$ cat src/rtl/adc_readout_seq.sv
module adc_readout_seq #(
  parameter int PER_W  = 16,
  parameter int LEN_W  = 8,
  parameter int DIV_W  = 8,
  parameter int BYTE_W = 8,
  parameter int NBYTES = 2
) (
  input  logic                     clk,
  input  logic                     rst_n,
  input  logic [PER_W-1:0]         period,
  input  logic [LEN_W-1:0]         cnv_len,
  input  logic [DIV_W-1:0]         sck_div,
  input  logic                     busy,
  input  logic                     miso,
  output logic                     cnvst,
  output logic                     cs_n,
  output logic                     sck,
  output logic [BYTE_W*NBYTES-1:0] result,
  output logic                     valid,
  output logic                     overrun
);
  localparam int NBITS = BYTE_W * NBYTES;
  localparam int BC_W  = $clog2(BYTE_W);
  localparam int NB_W  = (NBYTES > 1) ? $clog2(NBYTES) : 1;
  localparam logic [BC_W-1:0] BC_LAST = BC_W'(BYTE_W - 1);
  localparam logic [NB_W-1:0] NB_LAST = NB_W'(NBYTES - 1);

  typedef enum logic [1:0] {S_IDLE, S_CONV, S_WAIT, S_XFER} st_t;

  st_t              st;
  logic [PER_W-1:0] tmr;
  logic [LEN_W-1:0] lc;
  logic [DIV_W-2:0] hc;
  logic [BC_W-1:0]  bc;
  logic [NB_W-1:0]  bidx;
  logic [NBITS-1:0] sh;
  logic             gap, busy_q;

  logic [PER_W-1:0] per_m1;
  logic [LEN_W-1:0] len_m1;
  logic [DIV_W-2:0] half_m1;
  logic             tick;

  assign per_m1  = (period == '0) ? '0 : period - 1'b1;
  assign len_m1  = (cnv_len == '0) ? '0 : cnv_len - 1'b1;
  assign half_m1 = (sck_div < DIV_W'(4)) ? '0 : sck_div[DIV_W-1:1] - 1'b1;
  assign tick    = (tmr >= per_m1);

  assign cnvst = (st == S_CONV);
  assign cs_n  = (st != S_XFER);

  always_ff @(posedge clk) begin
    if (!rst_n) begin
      st      <= S_IDLE;
      tmr     <= '0;
      lc      <= '0;
      hc      <= '0;
      bc      <= '0;
      bidx    <= '0;
      sh      <= '0;
      gap     <= 1'b0;
      sck     <= 1'b0;
      busy_q  <= 1'b0;
      result  <= '0;
      valid   <= 1'b0;
      overrun <= 1'b0;
    end else begin
      busy_q  <= busy;
      valid   <= 1'b0;
      overrun <= tick && (st != S_IDLE);
      tmr     <= tick ? '0 : tmr + 1'b1;
      case (st)
        S_IDLE: if (tick) begin
          st <= S_CONV;
          lc <= '0;
        end
        S_CONV: begin
          if (lc == len_m1) st <= S_WAIT;
          else              lc <= lc + 1'b1;
        end
        S_WAIT: if (busy_q && !busy) begin
          st   <= S_XFER;
          hc   <= '0;
          gap  <= 1'b1;
          sck  <= 1'b0;
          bc   <= '0;
          bidx <= '0;
        end
        S_XFER: begin
          if (hc != half_m1) begin
            hc <= hc + 1'b1;
          end else begin
            hc <= '0;
            if (gap) begin
              gap <= 1'b0;
            end else if (!sck) begin
              sck <= 1'b1;
            end else begin
              sck <= 1'b0;
              sh  <= {sh[NBITS-2:0], miso};
              if (bc == BC_LAST) begin
                bc <= '0;
                if (bidx == NB_LAST) begin
                  st     <= S_IDLE;
                  result <= {sh[NBITS-2:0], miso};
                  valid  <= 1'b1;
                end else begin
                  bidx <= bidx + 1'b1;
                  gap  <= 1'b1;
                end
              end else begin
                bc <= bc + 1'b1;
              end
            end
          end
        end
      endcase
    end
  end
endmodule

$ cat config.mk
export PLATFORM = sky130hd
export DESIGN_NAME = adc_readout_seq
export DESIGN_NICKNAME = d
export VERILOG_FILES = /design/src/rtl/adc_readout_seq.sv
export SDC_FILE = /design/constraint.sdc
export NUM_CORES = 1
export LEC_CHECK = 0
export BUFFER_PORTS_ARGS = -buffer_cell sky130_fd_sc_hd__buf_2
export CAP_MARGIN = 10
export CORE_UTILIZATION = 42
export CTS_CLUSTER_SIZE = 14
export DETAILED_ROUTE_END_ITERATION = 12
export PLACE_DENSITY = 0.62
export SETUP_SLACK_MARGIN = 0.1
export SYNTH_ARGS = -nofsm -noshare
export SYNTH_HDL_FRONTEND = slang
export SYNTH_SLANG_ARGS = --single-unit
$ cat constraint.sdc
create_clock -name clk -period 3.4 [get_ports clk]
set_input_delay 0.17 -clock clk [delete_from_list [all_inputs] [get_ports clk]]
set_output_delay 0.17 -clock clk [all_outputs]
set_load 0.01 [all_outputs]
==> results of run 1 <==
==> repair_timing <==
| item | in CTS | in global routing |
|---|---|---|
| setup buffers | 0 | 2 |
| cloned | 0 | 0 |
| pin swaps | 0 | 1 |
| endpoints found under the setup margin | 2 | 7 |
| gates resized for setup | 2 | 6 |
==> worst min-delay path by stage <==
stage / from / end / slack, ps / cells past startpoint
global route: busy / busy_q / 60 / 2
CTS: miso / sh[0] / 50 / 3
detailed placement: busy / busy_q / 420 / 2
floorplan: busy / busy_q / 290 / 1
finish: busy / busy_q / 70 / 2
global placement: busy / busy_q / 420 / 2
==> routing by layer <==
metal / GRT usage [%] / vias up / share of wire, %
met5: 0 / - / 0
met4: 6.25 / 0 / 1.1
met3: 3.37 / 8 / 2.9
met2: 34.3 / 71 / 49
met1: 24.0 / 1980 / 47
li1: - / 2198 / -
==> critical path, stage by stage <==
cell and delay [ps]:
buf_2 100, or4_4 540, nor4_4 220, nand3b_1 150, nor3_2 150, xor2_1 160
nand2_1 100, ha_4 280, and3_4 170, nand4_1 120, a211o_1 260, o221a_4 230
o2bb2ai_2 140, buf_12 150, or4_4 470, a21oi_2 140
==> report_power, final <==
part / internal [mW] / total, mW / switching (mW)
combinational: 0.140 / 0.305 / 0.165
clock: 0.491 / 0.830 / 0.339
sequential: 0.863 / 0.873 / 0.0103
total: 1.49 / 2.01 / 0.515
==> cell type report <==
class                      instances  area (um2)  area share, %
sequential                        73        1460           27.0
tap                              136         170           3.14
clock inverter                     6         115           2.13
inverter                          15        56.3           1.04
clock buffer                      10         128           2.36
timing repair buffer              80         488           9.02
multi-input combinational        456        2990           55.3
==> layout by cell type, fill, tap and decap left out, types with 10 or more instances in the layout <==
cell type / Yosys / layout
xnor2_1: 21 / 21
nor2_1: 36 / 36
xor2_1: 21 / 21
nand2_1: 73 / 72
buf_2: 4 / 55
o21ai_0: 31 / 31
dfxtp_1: 73 / 73
a21oi_1: 52 / 49
nand3_1: 35 / 35
ha_1: 30 / 29
nor3_1: 21 / 20
buf_4: 2 / 23
inv_1: 14 / 14
nor2b_1: 10 / 10
==> cells by family after synthesis <==
kind of cell	Yosys count	synth area share, %
AO/OA/AOI/OAI	138	19.2
XOR/XNOR	43	8.54
adder cells (fa/ha/maj)	30	8.21
buffers and inverters	44	4.46
flip-flops	73	32.0
multiplexers	6	1.31
AND/OR/NAND/NOR	239	26.4
==> state kept, by name (all words and copies together), names as in the netlist, 2 cells and up <==
name	flops
hc	7
result	16
st	2
tmr	16
bc	3
sh	15
lc	8
==> synthesized netlist by cell type (all sizes together) (2+ instances only) <==
master	count
nand2	73
nor2	36
a31oi	2
o31ai	8
a22oi	3
nor3	22
nand4	7
inv	14
o21a	2
o221a	2
xnor2	21
dfxtp	73
xor2	21
o41ai	2
nand3	35
dlygate4sd3	2
o21ai	32
a211oi	3
and4	3
o211a	2
o211ai	6
nand3b	2
nor4	9
nand2b	5
nor2b	10
a21boi	2
clkbuf	18
o2111a	3
or3	6
a211o	4
or4	10
mux2i	6
nor3b	2
ha	30
a21o	2
o2111ai	3
buf	8
and3	8
a21oi	52
and2	7
==> results.json, run 1 <==
{
  "outcome": "complete, no violations",
  "min_period_ps": 3280,
  "die_h_um": 106,
  "drtIter0Drc": 255,
  "drv_slew": 0,
  "rsz0062_at_grt": "true",
  "initial_core_util_pct": 43.7,
  "syn_nets": 639,
  "skew_ps": 9.96,
  "synthArstFlopShare_pct": 0,
  "drive_gt1_share_pct": 18.3,
  "critPathMaxFanout": 12,
  "grt-ovfl-total": 0,
  "design_area_um2": 5410,
  "htree_levels": 3,
  "worst-r2r-setup-slack_ps": 900,
  "crit_start": "period[6]",
  "slew_headroom_pct": 34.3,
  "synthDistinctLibCells": 65,
  "yosys.area.top_type_share_pct": 32.0,
  "timing.critical_path.to_type": "flip-flop",
  "hold_violations": 0,
  "coreArea_um2": 10500,
  "clock_sinks": 73,
  "synth_edf_count": 0,
  "place_area_um2": 5110,
  "insertion_delay_ps": 350,
  "required_ps": 3690,
  "final_core_util_pct": 51.7,
  "grt_pass1_wl_mm": 18.1,
  "drv_cap": 0,
  "p_leak_nw": 2.15,
  "area_growth_pct": 18.4,
  "nFillCells": 1015,
  "viasPerCell": 5.49,
  "place.gp.congestion": 0.824,
  "grt_pass1_vias": 4072,
  "pin_count": 57,
  "total_power_mw": 2.01,
  "dpl.hpwl_mm": 7.72,
  "numCtsBuffers": 9,
  "clockBufferDepth": 2,
  "cts_tree": "built",
  "postRouteAntennaNets": 0,
  "wl_mm": 10.3,
  "worst_setup_path_start_kind": "input pin",
  "syn_area_um2": 4570,
  "routedWlPerCell_um": 13.3,
  "grt_max_degree": 36,
  "hp-class": "input pin to flip-flop",
  "vias": 4257,
  "yosysWarnings": 0,
  "synth_top_cell_by_area": "dfxtp_1",
  "placement.setup.worst_slack_ps": -299,
  "p_per_area_nw_per_um2": 371,
  "r2r-start": "hc[3]",
  "layout.nets": 701,
  "setup.worst_path.class": "input pin to flip-flop",
  "setup_violations": 0,
  "r2r_end": "sck",
  "fin_tns_setup_ps": 0,
  "drt_first_pass_iters": 4,
  "synthFlopType": "dfxtp_1",
  "synth-seq-cells": 73,
  "io_buffers": 55,
  "dpl.cell_count": 758,
  "seq_area_frac_synth_pct": 32.0,
  "holdWs_ps": 65.5,
  "synth_area_leaders": "dfxtp_1 32%, ha_1 8.2%, nand2_1 6.0%",
  "rr_worst_depth": 7,
  "max_freq_mhz": 305,
  "die_area_um2": 11300,
  "syn_avg_cell_area_um2": 7.98,
  "cts_hold_buffers": 0,
  "post-route-period-util_pct": 96.5,
  "clk_pin_slew_ps": 70,
  "layout.cells.non_filler": 776,
  "timing.final.ws_setup_ps": 119,
  "track_usage_pct": 19.5,
  "crit_end": "lc[5]",
  "arrival_ps": 3570,
  "antenna_found_initial": 0,
  "worstMarginPinSlew_ps": 959,
  "vdd_ir_drop_max_mv": 0.182,
  "n_antenna_cell": 0,
  "root_buffer": "clkbuf_8",
  "rows": 37,
  "synth_cells": 573,
  "drc": 0,
  "die_x_um": 106
}
Power figures use the tool's default switching activity.
==> inputs of run 2 (changes only) <==
==> constraint.sdc (replaced) <==
create_clock -name clk -period 3.4 [get_ports clk]
set_input_delay 1.02 -clock clk [delete_from_list [all_inputs] [get_ports clk]]
set_output_delay 1.02 -clock clk [all_outputs]
set_load 0.01 [all_outputs]
==> run 2 against run 1 <==
The flow now finishes with violations (negative setup slack). Non-clock buffer count grew 37. Die area did not move. Hold slack gained 400 ps. First-iteration DRC count shrank 21%. Flip-flop and latch count is the same. Sequential share of layout area fell by 2.0 points. Final cell count increased by 4.9%. Count of clock-buffer cells in the layout decreased by 1. Largest power group unchanged. Clock skew up 6.1 ps. Design area grew 7.9%.
==> results.json, run 2 (synthesis results as in run 1) <==
{
  "pin_count": 57,
  "n_antenna_cell": 0,
  "p_leak_nw": 2.38,
  "worstMarginPinSlew_ps": 878,
  "timing.final.ws_setup_ps": -789,
  "die_h_um": 106,
  "insertion_delay_ps": 370,
  "cp_slowest_cell": "or4_4",
  "wl_mm": 11.0,
  "clk_pin_slew_ps": 80,
  "slew_headroom_pct": 39.8,
  "post-route-period-util_pct": 123,
  "root_buffer": "clkbuf_8",
  "required_ps": 3650,
  "hold_violations": 0,
  "drive_gt1_share_pct": 25.8,
  "track_usage_pct": 20.3,
  "holdWs_ps": 464,
  "routedWlPerCell_um": 13.5,
  "violations": "negative setup slack",
  "grt-ovfl-total": 0,
  "outcome": "finished with violations",
  "coreArea_um2": 10500,
  "viasPerCell": 5.45,
  "design_area_um2": 5840,
  "setup.worst_path.class": "input pin to flip-flop",
  "seqCellArea_um2": 1460,
  "final_common_cell": "dfxtp_1",
  "drv_slew": 0,
  "setup_violations": 27,
  "clock_sinks": 73,
  "cts_tree": "built",
  "hp-class": "flip-flop to flip-flop",
  "rsz0062_at_grt": "true",
  "drc": 0,
  "rows": 37,
  "grt_pass1_wl_mm": 18.8,
  "initial_core_util_pct": 43.7,
  "drtIter0Drc": 201,
  "place.gp.congestion": 0.841,
  "min_delay_path_depth": 2,
  "clockBufferDepth": 2,
  "htree_levels": 3,
  "timing.critical_path.to_type": "flip-flop",
  "dpl.hpwl_mm": 7.92,
  "multi_input_area_um2": 3120,
  "min_period_ps": 4190,
  "vias": 4433,
  "postRouteAntennaNets": 0,
  "die_area_um2": 11300,
  "max_freq_mhz": 239,
  "nFillCells": 991,
  "drv_cap": 0,
  "critPathMostFrequentCell": "buf_4",
  "skew_ps": 16.0,
  "crit_path_max_incr_delay_ps": 540,
  "vdd_ir_drop_max_mv": 0.259,
  "reg.largest.list": "result x16, tmr x16, sh x15",
  "drt_first_pass_iters": 5,
  "crit_path_cell_trace": "buf_6 -> or4_4 -> nor4_4 -> buf_4 -> buf_4 -> buf_4 -> buf_4 -> nand3_1 -> xnor2_1 -> nand2_1 -> ha_1 -> nand4_1 -> a211o_1 -> o221a_4 -> o2bb2ai_4 -> bufbuf_16 -> buf_4 -> o31ai_2 -> a21oi_1",
  "die_x_um": 106,
  "place_area_um2": 5350,
  "io_buffers": 55,
  "antenna_found_initial": 0,
  "arrival_ps": 4440,
  "final_cell_mix": "73 x dfxtp_1, 71 x nand2_1, 56 x buf_4",
  "worst_setup_path_start_kind": "input pin",
  "numCtsBuffers": 9,
  "path_depth": 19,
  "layout.cells.non_filler": 814,
  "dpl.cell_count": 787,
  "rr_worst_depth": 10,
  "area_growth_pct": 27.7,
  "crit_family": "simple AND/OR/NAND/NOR gates",
  "layout.nets": 739,
  "grt_pass1_vias": 4132,
  "grt_max_degree": 35,
  "critPathMaxFanout": 6,
  "crit_buf_inv": 7,
  "p_per_area_nw_per_um2": 344
}
==> run 2: cell types whose count changed in the layout (fill, tap and decap cells not counted), moves of 3 or more <==
| cell | before | now |
|---|---|---|
| a21oi_1 | 49 | 46 |
| a21oi_2 | 3 | 6 |
| buf_4 | 23 | 56 |
| buf_6 | 0 | 4 |
| nor2_1 | 36 | 32 |
| nor2_2 | 0 | 4 |
| o21ai_0 | 31 | 28 |
| o31ai_1 | 8 | 5 |
| o31ai_2 | 0 | 3 |
| or4_1 | 8 | 5 |
| or4_4 | 2 | 5 |
==> run 2: stage by stage <==
step / setup slack (ps) / total power, mW / TNS, ps / utilization [%]
3_5_place_dp: -1140 / 1.22 / -25430 / 51.1
6_report: -789 / 2.01 / -16470 / 55.8
3_3_place_gp: -1050 / 1.20 / -23360 / 51.1
5_1_grt: -995 / 2.10 / -21950 / 55.8
2_1_floorplan: -845 / 1.08 / -14300 / -
4_1_cts: -740 / 2.00 / -12070 / 54.5
==> run 2: per-layer routing <==
layer  global-route usage [%]  vias to the layer above  share of wire [%]  wire length [um]
met4                     6.55                        0                1.7               182
li1                         -                     2278                  -                 -
met5                        0                        -                  0                 0
met1                     25.5                     2082                 47              5150
met3                     4.29                       12                3.1               340
met2                     34.6                       61                 48              5280
==> run 2: timing repair <==
action                                  in CTS  in global routing
gates cloned                                 2                  0
endpoints found under the hold margin        0                  0
resized for setup                           15                 26
hold buffers                                 0                  0
buffers inserted                             4                  5
endpoints found under the setup margin      27                 27
pin swaps                                    4                  2
==> run 2: layout make-up <==
type                    instances  area share (%)
clock buffers                   9            2.12
clock inverters                 7            1.41
inverters                      15           0.964
multi-input cells             457            53.5
flip-flops and latches         73            25.0
well taps                     136            2.91
repair buffers                117            14.1
==> run 2: worst reg2reg max path: stages (launching register included) <==
cell,delay [ps]
dfxtp_1,370
ha_1,320
and3_4,180
nand4_1,130
a211o_1,260
o221a_4,230
o2bb2ai_4,160
bufbuf_16,280
buf_4,130
o31ai_2,220
a21oi_1,90
==> run 2: worst paths after layout <==
check	start	slack [ps]	end
setup / recovery	period[6]	-790	lc[3]
hold / removal	sh[14]	460	sh[14]
setup reg to reg	tmr[11]	910	lc[3]
hold reg to reg	sh[14]	460	sh[14]
==> run 2: power by group <==
group	internal (mW)	switching (mW)
logic	0.213	0.197
clock network	0.351	0.371
registers	0.863	0.0105
total	1.43	0.579
